<file path="src/rtl/tmr_irq_pkg.sv">
// Shared constants and types for the timer interrupt aggregator.
package tmr_irq_pkg;
    localparam int NUM_TMR = 2;        // number of timers / flag bits
    localparam int BUS_W   = 16;       // register bus data width
    localparam int PRE_W   = 8;        // prescale divisor width
    localparam int PER_W   = 16;       // reload period width
    typedef logic [NUM_TMR-1:0] tmr_vec_t;
endpackage

</file>
<file path="src/rtl/tmr_ch.sv">
// One auto-reload timer channel.
// A prescaler divides the clock by max(div,1) and produces ticks. A period
// counter counts max(period,1) ticks and pulses 'expire' for one cycle on the
// last tick, then restarts from zero. Assumes div/period are quasi-static;
// a change mid-period takes effect on the next comparison.
// While 'en' is low both counts are held at zero.
module tmr_ch #(
    parameter int PRE_W = 8,
    parameter int PER_W = 16
) (
    input  logic             clk,
    input  logic             rst_n,
    input  logic             en,
    input  logic [PRE_W-1:0] div,
    input  logic [PER_W-1:0] period,
    output logic             expire
);
    logic [PRE_W-1:0] pre_cnt;
    logic [PER_W-1:0] per_cnt;
    logic [PRE_W-1:0] pre_lim;
    logic [PER_W-1:0] per_lim;
    logic             tick;

    // Terminal values; zero programs behave as one.
    always_comb begin
        pre_lim = (div == '0)    ? '0 : div - 1'b1;
        per_lim = (period == '0) ? '0 : period - 1'b1;
    end

    assign tick   = en && (pre_cnt >= pre_lim);
    assign expire = tick && (per_cnt >= per_lim);

    // Prescaler: counts clock cycles up to the terminal value.
    always_ff @(posedge clk) begin
        if (!rst_n || !en) begin
            pre_cnt <= '0;
        end else if (tick) begin
            pre_cnt <= '0;
        end else begin
            pre_cnt <= pre_cnt + 1'b1;
        end
    end

    // Period counter: counts ticks and reloads itself on expiry.
    always_ff @(posedge clk) begin
        if (!rst_n || !en) begin
            per_cnt <= '0;
        end else if (expire) begin
            per_cnt <= '0;
        end else if (tick) begin
            per_cnt <= per_cnt + 1'b1;
        end
    end
endmodule

</file>
<file path="src/rtl/tmr_flag_reg.sv">
// Aggregated flag register.
// Each bit is set by a one-cycle expiry pulse and cleared by a one in the
// clear mask. When set and clear meet on the same bit the set wins. Bits are
// independent, so a clear of one never touches another.
module tmr_flag_reg #(
    parameter int N = 2
) (
    input  logic         clk,
    input  logic         rst_n,
    input  logic [N-1:0] set_pulse,
    input  logic [N-1:0] clr_mask,
    output logic [N-1:0] flags
);
    logic [N-1:0] flags_q;

    for (genvar i = 0; i < N; i++) begin : g_bit
        // Per-bit storage: set has priority over clear.
        always_ff @(posedge clk) begin
            if (!rst_n) begin
                flags_q[i] <= 1'b0;
            end else if (set_pulse[i]) begin
                flags_q[i] <= 1'b1;
            end else if (clr_mask[i]) begin
                flags_q[i] <= 1'b0;
            end
        end
    end

    assign flags = flags_q;
endmodule

</file>
<file path="src/rtl/tmr_irq_pend.sv">
// CPU-side pending bit and in-service tracking.
// Pending is set when any flag is set and the CPU is not in service. It is
// cleared by acknowledge. Acknowledge enters service; return leaves it, after
// which pending re-arms from whatever flags remain. Assumes ack and reti
// are single-cycle pulses.
module tmr_irq_pend (
    input  logic clk,
    input  logic rst_n,
    input  logic any_flag,
    input  logic cpu_ack,
    input  logic cpu_reti,
    output logic irq_pend,
    output logic in_svc
);
    logic pend_q;
    logic svc_q;

    // In-service state: entered on acknowledge, left on return.
    always_ff @(posedge clk) begin
        if (!rst_n) begin
            svc_q <= 1'b0;
        end else if (cpu_ack) begin
            svc_q <= 1'b1;
        end else if (cpu_reti) begin
            svc_q <= 1'b0;
        end
    end

    // Pending bit: self-clears on acknowledge, re-arms outside service.
    always_ff @(posedge clk) begin
        if (!rst_n) begin
            pend_q <= 1'b0;
        end else if (cpu_ack) begin
            pend_q <= 1'b0;
        end else if (any_flag && !svc_q) begin
            pend_q <= 1'b1;
        end
    end

    assign irq_pend = pend_q;
    assign in_svc   = svc_q;
endmodule

</file>
<file path="src/rtl/tmr_irq_agg.sv">
// Dual timer interrupt aggregator (top).
// Two timer channels feed a write-one-to-clear flag register on a 16-bit
// bus. The OR of the flags drives one interrupt pending bit that is gated by
// the CPU's in-service state. Reads are combinational from the flags.
module tmr_irq_agg
    import tmr_irq_pkg::*;
(
    input  logic             clk,
    input  logic             rst_n,
    input  logic             t0_en,
    input  logic [PRE_W-1:0] t0_div,
    input  logic [PER_W-1:0] t0_period,
    input  logic             t1_en,
    input  logic [PRE_W-1:0] t1_div,
    input  logic [PER_W-1:0] t1_period,
    input  logic             bus_wr,
    input  logic [BUS_W-1:0] bus_wdata,
    output logic [BUS_W-1:0] bus_rdata,
    input  logic             cpu_ack,
    input  logic             cpu_reti,
    output logic             irq_pend
);
    localparam int PAD_W = BUS_W - NUM_TMR;

    logic [NUM_TMR-1:0]            t_en;
    logic [NUM_TMR-1:0][PRE_W-1:0] t_div;
    logic [NUM_TMR-1:0][PER_W-1:0] t_per;
    tmr_vec_t                      t_exp;
    tmr_vec_t                      clr_mask;
    tmr_vec_t                      flags_q;
    logic                          in_svc;
    logic                          unused_wdata_hi;

    // Gather per-timer controls into arrays for the generate loop.
    always_comb begin
        t_en  = {t1_en, t0_en};
        t_div = {t1_div, t0_div};
        t_per = {t1_period, t0_period};
    end

    for (genvar i = 0; i < NUM_TMR; i++) begin : g_tmr
        tmr_ch #(
            .PRE_W (PRE_W),
            .PER_W (PER_W)
        ) u_ch (
            .clk    (clk),
            .rst_n  (rst_n),
            .en     (t_en[i]),
            .div    (t_div[i]),
            .period (t_per[i]),
            .expire (t_exp[i])
        );
    end

    // Write-one-to-clear mask from the bus; upper data bits are ignored.
    assign clr_mask        = bus_wr ? bus_wdata[NUM_TMR-1:0] : '0;
    assign unused_wdata_hi = ^bus_wdata[BUS_W-1:NUM_TMR];

    tmr_flag_reg #(
        .N (NUM_TMR)
    ) u_flags (
        .clk       (clk),
        .rst_n     (rst_n),
        .set_pulse (t_exp),
        .clr_mask  (clr_mask),
        .flags     (flags_q)
    );

    tmr_irq_pend u_pend (
        .clk      (clk),
        .rst_n    (rst_n),
        .any_flag (|flags_q),
        .cpu_ack  (cpu_ack),
        .cpu_reti (cpu_reti),
        .irq_pend (irq_pend),
        .in_svc   (in_svc)
    );

    assign bus_rdata = {{PAD_W{1'b0}}, flags_q};
endmodule

</file>
<file path="config.mk">
export PLATFORM = sky130hd
export DESIGN_NAME = tmr_irq_agg
export DESIGN_NICKNAME = d
export VERILOG_FILES = /design/src/rtl/tmr_irq_pkg.sv /design/src/rtl/tmr_ch.sv /design/src/rtl/tmr_flag_reg.sv /design/src/rtl/tmr_irq_pend.sv /design/src/rtl/tmr_irq_agg.sv
export SDC_FILE = /design/constraint.sdc
export NUM_CORES = 1
export LEC_CHECK = 0
export ABC_AREA = 1
export BUFFER_PORTS_ARGS = -buffer_cell sky130_fd_sc_hd__buf_4
export CORE_MARGIN = 3
export CORE_UTILIZATION = 49
export DETAILED_ROUTE_END_ITERATION = 8
export PLACE_DENSITY = 0.78
export SLEW_MARGIN = 10
export SYNTH_ARGS = -nofsm -noshare
export SYNTH_HDL_FRONTEND = slang
export SYNTH_SLANG_ARGS = --single-unit
</file>
<file path="constraint.sdc">
create_clock -name clk -period 2.8 [get_ports clk]
set_input_delay 0.14 -clock clk [delete_from_list [all_inputs] [get_ports clk]]
set_output_delay 0.14 -clock clk [all_outputs]
set_load 0.02 [all_outputs]
</file>
======== Word level (Yosys, flattened, before mapping) ========
Index checks and enable logic that the tools add are counted.
cells by class
  add/subtract/negate cells ............... 8
  $lt $le $gt $ge ......................... 4
  multiplexer cells ....................... 11
  bitwise operators ....................... 1
  reduce and logical (&&, ||, !) cells .... 24
operators by type and width
  operator                                                              count
  16-bit by 1-bit adder with 16-bit output, second input constant       2
  16-bit >= comparator                                                  2
  16-bit zero test                                                      2
  16-bit 2-to-1 mux                                                     2
  16-bit by 1-bit subtractor with 16-bit output, second input constant  2
  8-bit by 1-bit adder with 8-bit output, second input constant         2
  8-bit >= comparator                                                   2
  8-bit zero test                                                       2
  8-bit 2-to-1 mux                                                      2
  8-bit by 1-bit subtractor with 8-bit output, second input constant    2
  2-bit OR reduction                                                    6
  1-bit 2-to-1 mux                                                      6
  2-bit nonzero test                                                    3
  1-bit logical AND                                                     5
  1-bit zero test                                                       4
  1-bit logical OR                                                      2
  2-bit 2-to-1 mux                                                      1
  1-bit NOT                                                             1
storage, ports and cells
  register bits ........................... 52
  input port bits ......................... 71

======== Logic depth before layout (Yosys ltp) ========
  depth in word-level cells ............... 6
  gate-level depth with buffers ........... 21

======== Hierarchy ========
Synthesis repeated with hierarchy kept, for this count alone.
second synthesis, totals
  cell total of the unflattened synthesis .. 916
  area, all modules ....................... 5,610.4 µm²
modules (own cells, without submodules)
  module                  times used  cells each  area each (µm²)  seq. area each (µm²)
  tmr_ch (g_tmr[0].u_ch)  1           439         2,675.1          480.5
  tmr_ch (g_tmr[1].u_ch)  1           432         2,640.0          480.5
  tmr_irq_agg             1           22          135.1            0.0
  tmr_irq_pend            1           12          83.8             40.0
  tmr_flag_reg            1           11          76.3             40.0

======== Least setup slack after synthesis ========
OpenSTA, ideal clock, no wires.
  path kind ............................... input port to flip-flop
  start point ............................. input port t0_div[0]
  end point ............................... register g_tmr[0].u_ch.per_cnt[10]
  setup time .............................. 0.062 ns
  arrival ................................. 2.140 ns
  slack ................................... 0.598 ns
  stages on the path ...................... 19
  cell sequence ........................... inv_1 -> ha_1 -> nand2_1 -> nor3_1 -> nand3_1 -> o21ai_0 -> ha_1 -> nand2_1 -> nor2_1 -> nor2_1 -> nand2_1 -> nand2_2 -> nand2_4 -> nand2_8 -> inv_4 -> nand2_4 -> nand2_4 -> buf_12 -> nor2_2
between the ends
  word-level cells in the longest chain between the ends .. 6
RTL lines
  what                                                                                   line               text
  start: declaration                                                                     tmr_irq_agg.sv:11  input logic [PRE_W-1:0] t0_div,
  8-bit by 1-bit subtractor with 8-bit output / 8-bit zero test (equally long branches)  tmr_ch.sv:26       pre_lim = (div == '0) ? '0 : div - 1'b1;
  8-bit 2-to-1 mux *                                                                     tmr_ch.sv:26
  8-bit >= comparator *                                                                  tmr_ch.sv:30       assign tick = en && (pre_cnt >= pre_lim);
  1-bit logical AND *                                                                    tmr_ch.sv:30
  1-bit logical AND                                                                      tmr_ch.sv:31       assign expire = tick && (per_cnt >= per_lim);
  2-bit OR reduction (no source line)                                                    -
  end signal: assignment                                                                 tmr_ch.sv:51       per_cnt <= per_cnt + 1'b1;
  end: declaration                                                                       tmr_ch.sv:19       logic [PER_W-1:0] per_cnt;
Every way passes the cells marked *; elsewhere a longest branch is shown, timed or not.
A chain may end at the register's enable or synchronous reset.

======== Worst setup path after layout ========
  start point ............................. input port t1_period[0]
  end point ............................... register g_tmr[1].u_ch.per_cnt[3]
between the ends
  word-level cells in the longest chain between the ends .. 5
RTL lines
  what                                                                                      line               text
  start: declaration                                                                        tmr_irq_agg.sv:15  input logic [PER_W-1:0] t1_period,
  16-bit by 1-bit subtractor with 16-bit output / 16-bit zero test (equally long branches)  tmr_ch.sv:27       per_lim = (period == '0) ? '0 : period - 1'b1;
  16-bit 2-to-1 mux *                                                                       tmr_ch.sv:27
  16-bit >= comparator *                                                                    tmr_ch.sv:31
  1-bit logical AND *                                                                       tmr_ch.sv:31
  2-bit OR reduction (no source line) *                                                     -
  end signal: assignment                                                                    tmr_ch.sv:51
  end: declaration                                                                          tmr_ch.sv:19
Marks and branches as above.

==> run summary <==
DRC viols -> 0
EDFF count, synth -> 0
Avg Cell Area, Syn -> 6.350 um^2
GPL Wtd Cong -> 0.8365
Clk network pwr share -> 37.1%
Core area -> 0.01098 mm^2
Yosys cell types -> 41
Synth top area share -> 18.71%
Total CTS buffers -> 5
Most frequent cells in the layout -> nand2_1 (242), inv_1 (115), nor2_1 (95)
Tcrit/Tclk final -> 80.39%
Maximum clock rate -> 444.2 MHz
Initial Utilization -> 50.65%
Post-Synthesis Cell Area -> 0.005563 mm^2
TritonRoute pass-1 iters -> 4
Status -> finished, final reports clean
Post-synth top area cell -> dfxtp_1
Sequential fraction of the synthesis area -> 18.71%
Most common cell after layout, fill and taps aside -> nand2_1
Ranking of synthesized cells by area -> dfxtp_1 (19%), nand2_1 (16%), ha_1 (13%), inv_1 (7.8%), nand3_1 (7.6%)
Layout Area Growth over Synthesis -> 11.49%
Logic pwr share -> 18.9%
Setup crit end kind -> register
Vias -> 5289
Antenna-violating nets left -> 0
Wire length per cell -> 10.24 um
WS Path Type -> primary input to register
Die ar. -> 0.01267 mm^2
Sw frac -> 28.20%
Largest net degree at the start of global routing -> 20
Final slew viol count -> 0
Drt via density -> 4.920
DP HPWL -> 8780 um
Clock Latency Late Sink -> 300 ps
Vias in the first global route -> 4776
Worst EP required -> 2990 ps
Sequential power share -> 44.0%
Number of antenna violations at the first check in global routing -> 0
Worst Path Arrival -> 2440 ps
Seq cells post-synth -> 52
Asr flop ratio synth -> 0%
Total track usage -> 17.74%
Setup Buffers After CTS -> 0
Routed wire length -> 11010 um
P_sw -> 478.2 uW
Clock-pin slew on the worst setup and hold paths -> 80 ps
Root buf cell -> clkbuf_16
Unrepaired setup endpoints after global routing -> no
Antenna cells -> 0
CP startpoint kind -> primary input
Power Internal -> 1217 uW
Max-cap violation count -> 0
Die width -> 112.6 um
First-pass GRT wire length -> 19820 um
Tmin final -> 2251 ps
Remaining global-route overflow -> 0
Pleak -> 0.003053 uW
PostCTS Resize Cnt -> 0
Pwr dens -> 273.4 mW/mm^2
Max VDD drop -> 0.2668 mV
Row Count -> 38
Syn Inst Count -> 876
TNS Setup -> 0 ps
# setup viols final -> 0
Crit-path max FO -> 16
Synth Warn # -> 0
Nets@finish -> 1063
Final Core Density -> 56.47%
Layout cells sized above 1 -> 15.83%
Iter 0 DRT Violations -> 226
Clk sinks -> 52
PortBufs -> 59
Die Ht -> 112.6 um
IO Count -> 88
CTS tree -> built
Ys flop type -> dfxtp_1
Clock Tree Buf Depth -> 2
CTS Hold Bufs -> 0
Clock Skews -> 15.83 ps
Final Hold Viols -> 0
Worst hold path class -> primary input to register
H-tree depth -> 2
registers in the layout (all words and copies together) (netlist names):
name	flops
u_pend.irq_pend	1
u_flags.flags	2
g_tmr.u_ch.per_cnt	32
g_tmr.u_ch.pre_cnt	16
u_pend.in_svc	1
critical path, stage by stage:
cell and delay, ps:
buf_4 110, inv_1 100, ha_1 190, inv_1 70, nor2_4 180, nand2_2 100, nor2_4 120, nand2_1 80
o21ai_1 120, nand3_1 90, ha_1 280, nand2_1 70, nor3_1 220, nand2_1 80, nand2_1 130, nand2_4 80
nand2_4 210, nor2_1 70
power groups by stage:
stage	sequential (uW)	combinational [uW]	clock, uW
4_1_cts	746	323	645
3_3_place_gp	764	316	0
5_1_grt	747	368	677
6_report	746	320	629
3_5_place_dp	764	322	0
2_1_floorplan	763	225	0
final cells by class:
| type | count | area (um^2) |
|---|---|---|
| repair buffers | 65 | 488.0 |
| clock inverters | 3 | 27.53 |
| inverters | 117 | 444.2 |
| multi-input cells | 693 | 3901 |
| clock buffers | 5 | 125.1 |
| well taps | 140 | 175.2 |
| fillers | 1138 | 4781 |
| flip-flops and latches | 52 | 1041 |
routing by layer:
layer | part of all wire, % | global-route usage, %
met1 | 48 | 22.77
met5 | 0 | 0
met2 | 48 | 31.71
met4 | 1.2 | 4.006
met3 | 2.6 | 2.156
path summary, 6_finish.rpt:
check	cells after the start	end	slack, ps	start
worst max-delay path	18	g_tmr[1].u_ch.per_cnt[3]$_SDFFE_PP0P_	550	t1_period[0]
worst min-delay path	2	u_pend.irq_pend$_SDFFE_PP0P_	10	cpu_ack
worst max register to register	11	g_tmr[0].u_ch.per_cnt[5]$_SDFFE_PP0P_	1020	g_tmr[0].u_ch.per_cnt[0]$_SDFFE_PP0P_
worst min register to register	1	g_tmr[1].u_ch.pre_cnt[0]$_SDFF_PP0_	460	g_tmr[1].u_ch.pre_cnt[0]$_SDFF_PP0_
cell families after synthesis:
family,Yosys count,synth area share [%]
simple gates,538,45.79
buf+inv,144,12.03
fa+ha+maj,58,13.05
flops,52,18.71
compound gates,47,4.656
xor+xnor,35,5.510
other cells,1,0.06741
mux,1,0.1799
through the flow:
stage / instance area, um^2 / hold slack [ps] / setup WS (ps) / total power, uW / instances
6_report: 6202 / 14.43 / 548.9 / 1696 / 1075
5_1_grt: 6202 / 8.142 / 137.8 / 1792 / 1075
4_1_cts: 6202 / 7.412 / 498.5 / 1714 / 1075
3_5_place_dp: 6050 / 314.0 / 183.7 / 1086 / 1067
3_3_place_gp: 6050 / 313.5 / 238.1 / 1080 / 1067
2_1_floorplan: 5612 / 212.4 / 598.1 / 987.4 / 889
synthesized netlist by cell type, types with 8 or more instances:
cell and n:
nand2_1 242, xnor2_1 11, nor2_1 95, dfxtp_1 52, o21ai_0 10, nand3_1 85, xor2_1 24, or2_2 12
nor3_1 8, a21oi_1 26, nand4_1 24, ha_1 58, nand2_2 8, inv_1 115, nor2_2 30, buf_4 19
Power figures use the tool's default switching activity.
